### config.mk
export PLATFORM = sky130hd
export DESIGN_NAME = eeprom_req_ctrl
export DESIGN_NICKNAME = d
export VERILOG_FILES = /design/src/rtl/eeprom_req_pkg.sv /design/src/rtl/req_arbiter.sv /design/src/rtl/operand_latch.sv /design/src/rtl/scl_mux.sv /design/src/rtl/eeprom_req_ctrl.sv
export SDC_FILE = /design/constraint.sdc
export NUM_CORES = 1
export LEC_CHECK = 0
export ABC_CLOCK_PERIOD_IN_PS = 1400
export BUFFER_PORTS_ARGS = -buffer_cell sky130_fd_sc_hd__buf_2
export CAP_MARGIN = 20
export CORE_ASPECT_RATIO = 0.75
export CORE_MARGIN = 4
export CORE_UTILIZATION = 40
export DETAILED_ROUTE_END_ITERATION = 7
export PLACE_DENSITY = 0.76
export REMOVE_ABC_BUFFERS = 1
export SLEW_MARGIN = 10
export SYNTH_ARGS = -nofsm -noshare
export SYNTH_HDL_FRONTEND = slang
export SYNTH_HIERARCHICAL = 1
export SYNTH_SLANG_ARGS = --single-unit
### constraint.sdc
create_clock -name clk -period 1.4 [get_ports clk]
set_input_delay 0 -clock clk [delete_from_list [all_inputs] [get_ports clk]]
set_output_delay 0 -clock clk [all_outputs]
set_load 0.005 [all_outputs]
### src/rtl/eeprom_req_pkg.sv
// Shared types for the EEPROM request controller.
package eeprom_req_pkg;
    // Operation states; IDLE must stay all-zero for reset.
    typedef enum logic [1:0] {
        ST_IDLE  = 2'd0,
        ST_WRITE = 2'd1,
        ST_READ  = 2'd2
    } op_state_t;
endpackage

### src/rtl/req_arbiter.sv
// Request arbiter: accepts a write or read request only when idle, with
// write priority, tracks the active operation and emits one-cycle start
// flags. Assumes engines never report done in the cycle they are started.
module req_arbiter
    import eeprom_req_pkg::*;
(
    input  logic      clk,
    input  logic      rst_n,
    input  logic      wr_req,
    input  logic      rd_req,
    input  logic      wr_done,
    input  logic      rd_done,
    output op_state_t state,
    output logic      capture,
    output logic      wr_start,
    output logic      rd_start
);
    op_state_t state_nx;
    logic      take_wr;
    logic      take_rd;

    // Acceptance decode: only from idle, write wins a tie.
    always_comb begin
        take_wr = (state == ST_IDLE) && wr_req;
        take_rd = (state == ST_IDLE) && rd_req && !wr_req;
        capture = take_wr || take_rd;
    end

    // Next-state logic: leave an operation only on its own engine's done.
    always_comb begin
        state_nx = state;
        case (state)
            ST_IDLE:  if (take_wr) state_nx = ST_WRITE;
                      else if (take_rd) state_nx = ST_READ;
            ST_WRITE: if (wr_done) state_nx = ST_IDLE;
            ST_READ:  if (rd_done) state_nx = ST_IDLE;
            default:  state_nx = ST_IDLE;
        endcase
    end

    // State register.
    always_ff @(posedge clk) begin
        if (!rst_n) state <= ST_IDLE;
        else        state <= state_nx;
    end

    // Start flags: registered, high only in the first cycle of an operation.
    always_ff @(posedge clk) begin
        if (!rst_n) begin
            wr_start <= 1'b0;
            rd_start <= 1'b0;
        end else begin
            wr_start <= take_wr;
            rd_start <= take_rd;
        end
    end

    assert_start_single_R5: assert property (@(posedge clk) disable iff (!rst_n)
        (wr_start || rd_start) |=> (!wr_start && !rd_start));
    assert_write_priority_R4: assert property (@(posedge clk) disable iff (!rst_n)
        (state == ST_IDLE && wr_req && rd_req) |=> (wr_start && !rd_start));
    assert_drop_when_busy_R8: assert property (@(posedge clk) disable iff (!rst_n)
        (state != ST_IDLE) |=> (!wr_start && !rd_start));
    assert_hold_until_done_R7: assert property (@(posedge clk) disable iff (!rst_n)
        (state == ST_WRITE && !wr_done) |=> (state == ST_WRITE));
    assert_one_start_R5: assert property (@(posedge clk) disable iff (!rst_n)
        $onehot0({wr_start, rd_start}));
endmodule

### src/rtl/operand_latch.sv
// Operand holding registers: copy address and write byte when a request is
// accepted and keep them steady for the engines for the whole operation.
module operand_latch #(
    parameter int ADDR_W = 16,
    parameter int DATA_W = 8
) (
    input  logic              clk,
    input  logic              rst_n,
    input  logic              capture,
    input  logic              busy,
    input  logic [ADDR_W-1:0] addr_in,
    input  logic [DATA_W-1:0] data_in,
    output logic [ADDR_W-1:0] addr_q,
    output logic [DATA_W-1:0] data_q
);
    // Capture both operands on any accepted request.
    always_ff @(posedge clk) begin
        if (!rst_n) begin
            addr_q <= '0;
            data_q <= '0;
        end else if (capture) begin
            addr_q <= addr_in;
            data_q <= data_in;
        end
    end

    assert_operands_held_R6: assert property (@(posedge clk) disable iff (!rst_n)
        busy |=> ($stable(addr_q) && $stable(data_q)));
endmodule

### src/rtl/scl_mux.sv
// Bus clock selector: routes the active engine's clock to the shared pin,
// parks the pin high while idle.
module scl_mux
    import eeprom_req_pkg::*;
(
    input  op_state_t state,
    input  logic      scl_wr,
    input  logic      scl_rd,
    output logic      scl
);
    // Select by active operation.
    always_comb begin
        case (state)
            ST_WRITE: scl = scl_wr;
            ST_READ:  scl = scl_rd;
            default:  scl = 1'b1;
        endcase
    end
endmodule

### src/rtl/eeprom_req_ctrl.sv
// EEPROM request controller top: arbitrates write/read requests onto one
// two-wire bus, holds operands, starts engines and muxes the bus clock.
// Assumes request inputs are single-cycle pulses synchronous to clk.
module eeprom_req_ctrl
    import eeprom_req_pkg::*;
#(
    parameter int ADDR_W = 16,
    parameter int DATA_W = 8
) (
    input  logic              clk,
    input  logic              rst_n,
    input  logic              wr_req,
    input  logic              rd_req,
    input  logic [ADDR_W-1:0] addr,
    input  logic [DATA_W-1:0] wr_data,
    input  logic              wr_done,
    input  logic              rd_done,
    input  logic              scl_from_wr,
    input  logic              scl_from_rd,
    output logic              wr_start,
    output logic              rd_start,
    output logic [ADDR_W-1:0] addr_q,
    output logic [DATA_W-1:0] wdata_q,
    output logic              busy,
    output logic              scl_out
);
    op_state_t state;
    logic      capture;

    req_arbiter u_arb (
        .clk(clk), .rst_n(rst_n), .wr_req(wr_req), .rd_req(rd_req),
        .wr_done(wr_done), .rd_done(rd_done), .state(state),
        .capture(capture), .wr_start(wr_start), .rd_start(rd_start)
    );

    operand_latch #(.ADDR_W(ADDR_W), .DATA_W(DATA_W)) u_latch (
        .clk(clk), .rst_n(rst_n), .capture(capture), .busy(busy),
        .addr_in(addr), .data_in(wr_data), .addr_q(addr_q), .data_q(wdata_q)
    );

    scl_mux u_scl (
        .state(state), .scl_wr(scl_from_wr), .scl_rd(scl_from_rd), .scl(scl_out)
    );

    // Busy flag: any operation in progress.
    always_comb busy = (state != ST_IDLE);

    assert_scl_idle_high_R9: assert property (@(posedge clk) disable iff (!rst_n)
        !busy |-> scl_out);
    assert_start_sets_busy_R2: assert property (@(posedge clk) disable iff (!rst_n)
        (wr_start || rd_start) |-> busy);
endmodule

==> key figures, run 1 <==
Run status
  – Status: finished, final reports clean

Setup path
  – CP max stage delay: 350 ps
  – Worst Path Arrival: 1360 ps
  – Crit path cell chain: buf_6, inv_4, ha_4, a221o_1, buf_2
  – Worst Path Required: 1400 ps
  – Capturing point of the worst reg2reg path: u_latch/addr_q[9]$_SDFFE_PN0P_
  – Worst R2R Setup Slack: 50 ps
  – Crit-path max FO: 3
  – FF-to-FF Start: u_arb/state[1]$_SDFFE_PN0P_
  – Register-to-Register Path Depth: 5
  – Kind of critical path: reg2out
  – Setup crit end kind: primary output
  – Crit path max-delay cell type: dfxtp_2
  – Startpoint Class: flop

STA
  – RSZ-0062 raised after global routing: true
  – Worst relative slew slack: 0.766
  – Final WS setup: 41.7 ps
  – FMAX: 736 MHz
  – Clock Skews: 5.11 ps
  – Tmin final: 1360 ps
  – Final period util: 0.970
  – Least-Margin Pin Slew: 342 ps
  – Final hold violations: 0
  – Final slew viol count: 0
  – Final setup vio count: 0

Worst hold path
  – Critical hold path startpoint: addr[3]
  – Tightest Hold Check Type: in2reg
  – Hold endpoint: u_latch/addr_q[3]$_SDFFE_PN0P_
  – Hold path cells: 3

Floorplan
  – Row count: 16
  – Initial Utilization: 0.425
  – Core area: 2660 µm²
  – IO Count: 60
  – Die Wd: 69.4 µm
  – Die ar.: 3750 µm²
  – Height of the die: 54.1 µm

GRT
  – Pin count of the biggest net entering global routing: 27
  – Remaining Overflow, GRT: 0
  – GRT Total Usage: 0.152
  – First-pass GRT wire length: 4500 µm
  – Initial antenna violation count: 0
  – Vias in the first global route: 998

Yosys
  – Leading post-synthesis cells by cell area: dfxtp_1 50%, mux2i_1 21%, nor2b_1 13%, buf_12 3.5%, ha_1 2.2%
  – Mean Syn Cell Area: 11.7 µm²
  – Sequential area share after synthesis: 0.496
  – Distinct cells, synth: 18
  – Post-Synthesis Cells: 97
  – Post-synth EDFFs: 0
  – Number of synthesized register bits: 28
  – Most frequent cell after synthesis: dfxtp_1
  – Post-synth top area cell: dfxtp_1
  – Synth cell count leaders: 28 x dfxtp_1, 24 x mux2i_1, 24 x nor2b_1
  – Ys flop type: dfxtp_1
  – Mapped cell area: 1130 µm²
  – Syn. warnings: 6
  – Yosys top cell area share: 0.496
  – Post-synth ARST share: 0

Cells and area
  – Nets: 218
  – Multi-input gate area: 514 µm²
  – Fin util: 0.664
  – Final Non-Filler Cells: 219
  – Register area: 566 µm²
  – Area grow syn2layout: 56.4%
  – N_diodes: 0
  – Fraction of layout cells with a size suffix above 1: 0.410
  – Filler cells: 215

Route
  – DR WL/cell: 12.1 µm
  – Drt drc: 0
  – Final ANT Viol Nets: 0
  – Vias per std cell: 4.40
  – DR iter-0 viols: 17
  – Via count: 964
  – Routed WL: 2660 µm
  – First drt pass iteration count: 4

Power and ir drop
  – Peak VDD IR: 0.771 mV
  – Pleak: 0.000890 µW
  – P per Cell Area: 1010 nW/µm²

Placed design
  – # port buffers: 59
  – Final HPWL from detailed placement: 1830 µm
  – Place WS: 95.4 ps
  – Gpl congestion: 0.805
  – Cell count after placement: 192

Flow run
  – Max-Cap Viols: 0

Clock tree
  – Skew-Pair Late Insertion Delay: 270 ps
  – Clk slew on worst S/H paths: 90 ps
  – Htree depth: 1
  – Clk root buf: clkbuf_8
  – Cts bufs inserted: 3
  – CTS tree: built
  – Clk sinks: 28
  – Clk buf depth: 2
logic make-up (layout without fill, tap and decap cells):
group / count (synthesis) / count (layout) / synth area share
buffers and inverters: 8 / 94 / 0.0619
AND/OR/NAND/NOR: 31 / 31 / 0.174
multiplexers: 24 / 24 / 0.212
adder cells (fa/ha/maj): 2 / 2 / 0.0221
AO/OA/AOI/OAI: 4 / 4 / 0.0343
flip-flops: 28 / 28 / 0.496
state kept, by name, summed over array words and instances (netlist names):
register,flops
u_arb/wr_start,1
u_arb/state,2
u_arb/rd_start,1
u_latch/addr_q,16
u_latch/data_q,8
per-layer routing:
| layer | up-vias | track usage | part of all wire |
|---|---|---|---|
| li1 | 496 | - | - |
| met1 | 419 | 0.161 | 0.41 |
| met2 | 47 | 0.282 | 0.49 |
| met3 | 2 | 0.0672 | 0.092 |
| met4 | 0 | 0.0455 | 0.0053 |
| met5 | - | 0 | 0 |
repair_timing:
item,CTS,global route
hold buffers,22,0
setup endpoints to repair,1,23
gates resized for setup,3,9
hold endpoints to repair,21,0
cloned,0,1
buffers inserted,1,0
pin swaps,1,2
worst max-delay path: cells and delay by family, from the launching register on:
kind | cells | cell delay, ps
AO/OA/AOI/OAI | 1 | 250
flip-flops | 1 | 350
buffers and inverters | 3 | 270
adder cells (fa/ha/maj) | 1 | 210
placed cells by master, fill, tap and decap left out, drive strengths merged:
master       count
nor2b           24
nor2             2
and4b            1
a2111oi          1
or2              1
or3b             1
o21a             1
dlygate4sd3     22
inv              3
or2b             1
a211oi           1
clkbuf           5
mux2i           24
dfxtp           28
and3             1
ha               2
buf             64
a221o            1
report_power, final:
group / internal [µW] / leakage, µW / total (µW) / switching [µW]
Sequential: 861 / 0.000232 / 895 / 33.5
Combinational: 244 / 0.000629 / 406 / 162
Clock: 252 / 0.0000288 / 486 / 234
Total: 1360 / 0.000890 / 1790 / 430
layout make-up:
type                       instances  share of cell area
timing repair buffer              87               0.325
sequential                        28               0.320
multi-input combinational         61               0.291
clock buffer                       4              0.0311
tap                               36              0.0255
inverter                           3             0.00778
stage by stage:
| stage | instance area, µm² | TNS, ps | total power (µW) | hold WS [ps] |
|---|---|---|---|---|
| 6_report | 1770 | 0 | 1790 | 9.08 |
| 5_1_grt | 1770 | -141 | 1890 | 15.3 |
| 4_1_cts | 1730 | 0 | 1790 | 1.94 |
| 3_5_place_dp | 1450 | 0 | 1250 | 221 |
| 3_3_place_gp | 1450 | 0 | 1230 | 217 |
| 2_1_floorplan | 1070 | -8680 | 1090 | 117 |
worst max path at each step:
| stage | from | cells after the start | slack [ps] | endpoint |
|---|---|---|---|---|
| finish | u_arb/state[0]$_SDFFE_PN0P_ | 5 | 40 | scl_out |
| global route | u_arb/state[0]$_SDFFE_PN0P_ | 5 | -40 | scl_out |
| CTS | u_arb/state[0]$_SDFFE_PN0P_ | 5 | 4 | scl_out |
| detailed placement | u_arb/state[1]$_SDFFE_PN0P_ | 5 | 100 | u_latch/addr_q[9]$_SDFFE_PN0P_ |
| global placement | u_arb/state[1]$_SDFFE_PN0P_ | 5 | 200 | u_latch/addr_q[2]$_SDFFE_PN0P_ |
| floorplan | u_arb/state[0]$_SDFFE_PN0P_ | 4 | -360 | u_latch/addr_q[0]$_SDFFE_PN0P_ |
Note: power is estimated with default switching activity, not from simulation.
==> run 2, diff against run 1 <==
- CORE_ASPECT_RATIO: 0.75 -> unset
==> run 2 against run 1 <==
  * Register-to-register slack hardly changed
  * Flip-flop and latch count unchanged
  * First-iteration DRC count grew 120%
  * Routed wire length is 13% higher
  * Combinational power grew 4%
  * Count of clock-buffer cells in the layout unchanged
  * Critical path depth is 1 lower
  * Total power decreased by 4.5%
  * Utilization is 0.18 points lower
  * Via count increased by 5.1%
  * Non-clock buffer count grew 4
  * Global-route usage up 0.36 points
  * Largest cell class unchanged
  * Largest power group unchanged
==> key figures, run 2 (synthesized netlist as in run 1, its figures left out) <==
Setup path
  – CP max stage delay: 430 ps (+80 ps)
  – Crit path max-delay cell type: dfxtp_4
  – Capturing point of the worst reg2reg path: u_latch/addr_q[5]$_SDFFE_PN0P_
  – Crit-path max FO: 7 (+4)
  – Worst Path Arrival: 1350 ps (about the same)
  – Setup crit end kind: primary output
  – Register-to-Register Path Depth: 5 (unchanged)
  – FF-to-FF Start: u_arb/state[1]$_SDFFE_PN0P_
  – Startpoint Class: flop
  – Worst Path Required: 1400 ps (about the same)
  – Worst R2R Setup Slack: 60 ps (about the same)
  – Crit path cell chain: inv_2, ha_2, a221o_1, buf_2
  – Kind of critical path: reg2out

Clock tree
  – Clk buf depth: 2 (unchanged)
  – Clk sinks: 28 (unchanged)
  – Skew-Pair Late Insertion Delay: 320 ps (+50 ps)
  – Htree depth: 1 (unchanged)
  – Clk root buf: clkbuf_4
  – Clk slew on worst S/H paths: 150 ps (+60 ps)
  – Post CTS Setup Buffer Count: 0 (-1)
  – CTS tree: built
  – Cts bufs inserted: 3 (unchanged)

GRT
  – Initial antenna violation count: 0 (unchanged)
  – Pin count of the biggest net entering global routing: 27 (unchanged)
  – GRT Total Usage: 0.156 (+0.00357)
  – First-pass GRT wire length: 4460 µm (-0.76%)
  – Remaining Overflow, GRT: 0 (unchanged)
  – Vias in the first global route: 1088 (+9.0%)

Placed design
  – Area post-placement: 1450 µm² (about the same)
  – # port buffers: 59 (unchanged)
  – Gpl congestion: 0.674 (-16%)
  – Cell count after placement: 186 (-3.1%)
  – Final HPWL from detailed placement: 1920 µm (+5.1%)

Cells and area
  – Biggest register: u_latch/addr_q
  – Nets: 222 (+1.8%)
  – N_diodes: 0 (unchanged)
  – Max FFs per register: 16 (unchanged)
  – Commonest cells after routing, fill and taps aside: 59 x buf_2, 29 x dlygate4sd3_1, 26 x dfxtp_1, 24 x mux2i_1, 24 x nor2b_1
  – Fin util: 0.663 (-0.00177)
  – Post-route design area: 1810 µm² (+2.4%)
  – Fraction of layout cells with a size suffix above 1: 0.401 (-0.00877)
  – Most common cell after layout, fill and taps aside: buf_2
  – Final Non-Filler Cells: 218 (-0.46%)
  – Regs by FF count: u_latch/addr_q x16, u_latch/data_q x8, u_arb/state x2
  – Area grow syn2layout: 60.2%

Worst hold path
  – Hold path cells: 3 (unchanged)
  – Critical hold path startpoint: scl_from_wr
  – Hold endpoint: scl_out
  – Tightest Hold Check Type: in2out

Route
  – Vias per std cell: 4.65 (+5.6%)
  – First drt pass iteration count: 4 (unchanged)
  – DR iter-0 viols: 37 (+20)
  – Routed WL: 3000 µm (+13%)
  – DR WL/cell: 13.8 µm (+13%)
  – Via count: 1013 (+5.1%)
  – Drt drc: 0 (unchanged)
  – Final ANT Viol Nets: 0 (unchanged)

Floorplan
  – Die ar.: 3740 µm² (-0.23%)
  – Die Wd: 61.2 µm (-12%)
  – Initial Utilization: 0.414 (-0.0111)
  – IO Count: 60 (unchanged)
  – Core area: 2730 µm² (+2.7%)
  – Row count: 19 (+3)
  – Height of the die: 61.2 µm (+13%)

Flow run
  – Max-Cap Viols: 0 (unchanged)

STA
  – Clock Skews: 13.0 ps (+7.88 ps)
  – RSZ-0062 raised after global routing: true
  – Tmin final: 1350 ps (-5.17 ps)
  – Final hold violations: 0 (unchanged)
  – Final slew viol count: 0 (unchanged)
  – Worst relative slew slack: 0.795 (+0.0289)
  – Final setup vio count: 0 (unchanged)
  – Least-Margin Pin Slew: 300 ps (-42.2 ps)
  – FMAX: 739 MHz (+0.38%)
  – Final period util: 0.966 (-0.00369)

Power and ir drop
  – P_int: 1280 µW (-5.8%)
  – Power share of the sequential group: 0.528 (+0.027)
  – P per Cell Area: 942 nW/µm² (-6.7%)
  – Pleak: 0.000903 µW (+1.5%)
  – Clock power share: 0.223 (-0.049)
  – Comb pwr share: 0.248 (+0.021)
  – P_sw: 428 µW (-0.45%)
  – Peak VDD IR: 0.748 mV (-3.1%)
  – Switching share of power: 0.251 (+0.0102)

Run status
  – Status: finished, final reports clean
[run 2: cell count changes in the layout (fill, tap and decap cells not counted), sizes merged]
cell | before | now
buf | 64 | 61
dlygate4sd3 | 22 | 29
[run 2: per-layer routing]
| metal | track usage | share of wire | vias to the layer above |
|---|---|---|---|
| met5 | 0 | 0 | - |
| met4 | 0.0433 | 0.0070 | 0 |
| met3 | 0.0126 | 0.039 | 2 |
| met2 | 0.322 | 0.57 | 26 |
| met1 | 0.163 | 0.38 | 478 |
| li1 | - | - | 507 |
[run 2: worst max-delay path by stage]
stage          cells after the start                   startpoint                               to  slack [ps]
4_1_cts                            4  u_arb/state[1]$_SDFFE_PN0P_                          scl_out          10
3_5_place_dp                       5  u_arb/state[1]$_SDFFE_PN0P_   u_latch/data_q[2]$_SDFFE_PN0P_         120
2_1_floorplan                      4  u_arb/state[0]$_SDFFE_PN0P_   u_latch/addr_q[0]$_SDFFE_PN0P_        -360
6_report                           4  u_arb/state[1]$_SDFFE_PN0P_                          scl_out          50
5_1_grt                            4  u_arb/state[1]$_SDFFE_PN0P_                          scl_out         -20
3_3_place_gp                       5  u_arb/state[1]$_SDFFE_PN0P_  u_latch/addr_q[10]$_SDFFE_PN0P_         210
[run 2: what timing repair did]
action                                  CTS  global route
resized for setup                         7             3
hold endpoints to repair                 28             0
endpoints found under the setup margin    1            24
pin swaps                                 1             1
hold buffers                             29             0
gates cloned                              0             1
[run 2: area by class of cell]
type	instances	area, µm²
Fill cell	211	922
Timing Repair Buffer	91	638
Inverter	3	11.3
Clock buffer	4	36.3
Sequential cell	28	568
Multi-Input combinational cell	61	519
Tap cell	31	38.8
[run 2: power groups by stage]
stage	clock, µW	sequential [µW]	combinational, µW
finish	381	902	424
global route	417	910	466
CTS	390	900	401
detailed placement	0	910	347
global placement	0	908	334
floorplan	0	919	170
[run 2: stage by stage]
step | power, µW | setup slack (ps) | hold WS, ps | setup TNS [ps]
after global placement | 1240 | 208 | 215 | 0
after global routing | 1790 | -16.2 | 332 | -16.2
after CTS | 1690 | 12.5 | 296 | 0
after floorplan | 1090 | -362 | 117 | -8680
final | 1710 | 46.9 | 301 | 0
after detailed placement | 1260 | 117 | 217 | 0
[run 2: critical path: cells and delay by family, from the launching register on]
| family | cells | cell delay (ps) |
|---|---|---|
| flip-flops | 1 | 430 |
| buffers and inverters | 2 | 180 |
| adder cells (fa/ha/maj) | 1 | 150 |
| AO/OA/AOI/OAI | 1 | 280 |
==> run 3, diff against run 2 <==
- PLACE_DENSITY: 0.76 -> 0.77
- SYNTH_HIERARCHICAL: 1 -> unset
==> run 3 against run 2 <==
  * The flow now finishes with violations (negative setup slack)
  * Cell count rose by 11%
  * First-iteration DRC count is 54% lower
  * Register-to-register slack got worse by 20 ps
  * Hold slack worse by 280 ps
  * Global-route usage rose by 2.8 points
  * Critical path type unchanged
  * Critical endpoint unchanged
  * Largest power group unchanged
  * Highest routed layer unchanged
==> key figures, run 3 <==
Run status
  – Status: complete, but fails checks
  – Failing checks: negative setup slack

Clock tree
  – Clk sinks: 28 (unchanged)
  – Clk buf depth: 2 (unchanged)
  – Clk root buf: clkbuf_4
  – CTS tree: built
  – Skew-Pair Late Insertion Delay: 330 ps (about the same)
  – Clk slew on worst S/H paths: 150 ps (about the same)
  – Htree depth: 1 (unchanged)
  – Cts bufs inserted: 3 (unchanged)

Cells and area
  – N_diodes: 0 (unchanged)
  – Nets: 248 (+12%)
  – Filler cells: 225 (+6.6%)
  – Most common cell after layout, fill and taps aside: buf_2
  – Commonest cells after routing, fill and taps aside: 59 x buf_2, 49 x nand2_1, 26 x dlygate4sd3_1, 26 x dfxtp_1
  – Regs by FF count: u_latch.addr_q x16, u_latch.data_q x8, u_arb.state x2
  – Max FFs per register: 16 (unchanged)
  – Fraction of layout cells with a size suffix above 1: 0.392 (-0.00956)
  – Area grow syn2layout: 55.6%
  – Biggest register: u_latch.addr_q
  – Fin util: 0.681 (+0.0181)
  – Post-route design area: 1750 µm² (-3.5%)

STA
  – Final WS setup: -23.1 ps (-70.0 ps)
  – Final slew viol count: 0 (unchanged)
  – Final hold violations: 0 (unchanged)
  – Hold_ws: 17.1 ps (-284 ps)
  – FMAX: 703 MHz (-4.9%)
  – Least-Margin Pin Slew: 598 ps (+298 ps)
  – Final period util: 1.02 (+0.0500)
  – Tmin final: 1420 ps (+70.0 ps)
  – RSZ-0062 raised after global routing: true
  – Clock Skews: 6.19 ps (-6.80 ps)
  – Final setup vio count: 1 (+1)
  – Worst relative slew slack: 0.600 (-0.195)

Worst hold path
  – Tightest Hold Check Type: in2reg
  – Critical hold path startpoint: rd_req
  – Hold path cells: 2 (-1)

Floorplan
  – Height of the die: 61 µm (-0.29%)
  – Row count: 18 (-1)
  – Core area: 2570 µm² (-6.1%)
  – Die ar.: 3720 µm² (-0.57%)
  – IO Count: 60 (unchanged)
  – Die Wd: 61 µm (-0.29%)
  – Initial Utilization: 0.438 (+0.0239)

Yosys
  – Post-synth ARST share: 0 (unchanged)
  – Yosys top cell area share: 0.499 (+0.00331)
  – Ys flop type: dfxtp_1
  – Mapped cell area: 1120 µm² (-0.66%)
  – Distinct cells, synth: 21 (+3)
  – Mean Syn Cell Area: 8.85 µm² (-24%)
  – Number of synthesized register bits: 28 (unchanged)
  – Post-Synthesis Cells: 127 (+31%)
  – Sequential area share after synthesis: 0.499 (+0.00331)
  – Syn. warnings: 0 (-6)
  – Post-synth EDFFs: 0 (unchanged)
  – Most frequent cell after synthesis: nand2_1
  – Leading post-synthesis cells by cell area: dfxtp_1 50%, nand2_1 16%, a21oi_2 9.4%, a21oi_1 5.3%, ha_1 3.3%
  – Post-synth top area cell: dfxtp_1
  – Synth cell count leaders: 49 x nand2_1, 28 x dfxtp_1, 12 x a21oi_1, 12 x a21oi_2, 4 x nand2b_1

GRT
  – Vias in the first global route: 1191 (+9.5%)
  – First-pass GRT wire length: 5090 µm (+14%)
  – Remaining Overflow, GRT: 0 (unchanged)
  – Pin count of the biggest net entering global routing: 27 (unchanged)
  – GRT Total Usage: 0.184 (+0.0281)
  – Initial antenna violation count: 0 (unchanged)

Route
  – Drt drc: 0 (unchanged)
  – First drt pass iteration count: 4 (unchanged)
  – Sum of routed wire segments on met1: 1260 µm (+10%)
  – Via count: 1211 (+20%)
  – Wire length on met3: 229 µm (+96%)
  – Routed WL: 3250 µm (+8.3%)
  – Final ANT Viol Nets: 0 (unchanged)
  – DR iter-0 viols: 17 (-54%)
  – Top layer used by detailed routing: met4
  – DR WL/cell: 13.4 µm (-2.5%)
  – Met2 wire length: 1680 µm (-2.1%)
  – Vias per std cell: 5.00 (+7.7%)

Setup path
  – Crit path to: scl_out
  – Worst R2R Setup Slack: 40 ps (-20 ps)
  – Worst Path Required: 1400 ps (about the same)
  – Setup crit end kind: primary output
  – Kind of critical path: reg2out
  – Startpoint Class: flop
  – Register-to-Register Path Depth: 5 (unchanged)
  – Worst Path Arrival: 1420 ps (+70 ps)
  – Capturing point of the worst reg2reg path: u_arb.state[0]$_SDFFE_PN0P_
  – Crit-path max FO: 3 (-4)
  – FF-to-FF Start: u_arb.state[0]$_SDFFE_PN0P_
  – Worst setup path startpoint: u_arb.state[1]$_SDFFE_PN0P_

Power and ir drop
  – Pleak: 0.000813 µW (-9.9%)
  – P_int: 1410 µW (+10%)
  – P per Cell Area: 1120 nW/µm² (+19%)
  – P_sw: 546 µW (+28%)
  – Switching share of power: 0.279 (+0.0280)
  – Peak VDD IR: 0.708 mV (-5.4%)
  – Total power draw: 1960 µW (+15%)
  – Comb pwr share: 0.261 (+0.013)
  – Clock power share: 0.269 (+0.046)
  – Power share of the sequential group: 0.469 (-0.059)

Flow run
  – Max-Cap Viols: 0 (unchanged)

Placed design
  – Gpl congestion: 0.724 (+7.4%)
  – Final HPWL from detailed placement: 2030 µm (+5.4%)
  – Place WS: 25.3 ps (-91.6 ps)
  – # port buffers: 59 (unchanged)
  – Area post-placement: 1420 µm² (-2.3%)
[run 3: critical path, cell delays in order (launching register included)]
cell and delay [ps]:
dfxtp_2 380, inv_1 70, ha_1 200, a22oi_1 210
nand2_1 100, buf_2 140
[run 3: layout make-up]
cell class	instances	area (µm²)	area share
tap	30	37.5	0.0215
multi-input combinational	90	517	0.296
inverter	4	15.0	0.00859
clock buffer	3	22.5	0.0129
timing repair buffer	86	563	0.322
sequential	28	563	0.322
clock inverter	1	30.0	0.0172
[run 3: stage by stage]
stage               TNS (ps)  instances
floorplan                  0        121
global placement           0        211
CTS                        0        242
global route            -124        242
finish                 -23.1        242
detailed placement         0        211
[run 3: per-layer routing]
layer / up-vias / GRT usage
li1: 588 / -
met1: 565 / 0.192
met2: 48 / 0.337
met3: 10 / 0.0511
met4: 0 / 0.0867
met5: - / 0
[run 3: repair_timing]
| action | CTS | global route |
|---|---|---|
| setup buffers | 0 | 0 |
| pin swaps | 0 | 0 |
| cloned | 1 | 0 |
| hold endpoints to repair | 26 | 0 |
| gates resized for setup | 2 | 2 |
| hold buffers | 26 | 0 |
| setup endpoints to repair | 1 | 6 |
[run 3: logic make-up after synthesis]
kind of cell,Yosys count,share of synthesized area
simple gates,55,0.200
compound gates,31,0.210
flops,28,0.499
buf+inv,10,0.0568
fa+ha+maj,3,0.0334
[run 3: worst min path at each step]
stage               slack, ps                        endpoint
floorplan                  80       u_arb.rd_start$_SDFF_PN0_
global placement          240  u_latch.addr_q[2]$_SDFFE_PN0P_
detailed placement        250  u_latch.addr_q[2]$_SDFFE_PN0P_
CTS                         6       u_arb.rd_start$_SDFF_PN0_
global route               10       u_arb.rd_start$_SDFF_PN0_
finish                     20       u_arb.rd_start$_SDFF_PN0_
[run 3: power by group through the flow]
stage,logic [µW],registers (µW),clock network [µW]
after floorplan,232,940,0
after global placement,409,930,0
after detailed placement,427,933,0
after CTS,507,917,537
after global routing,567,930,567
final,511,919,527
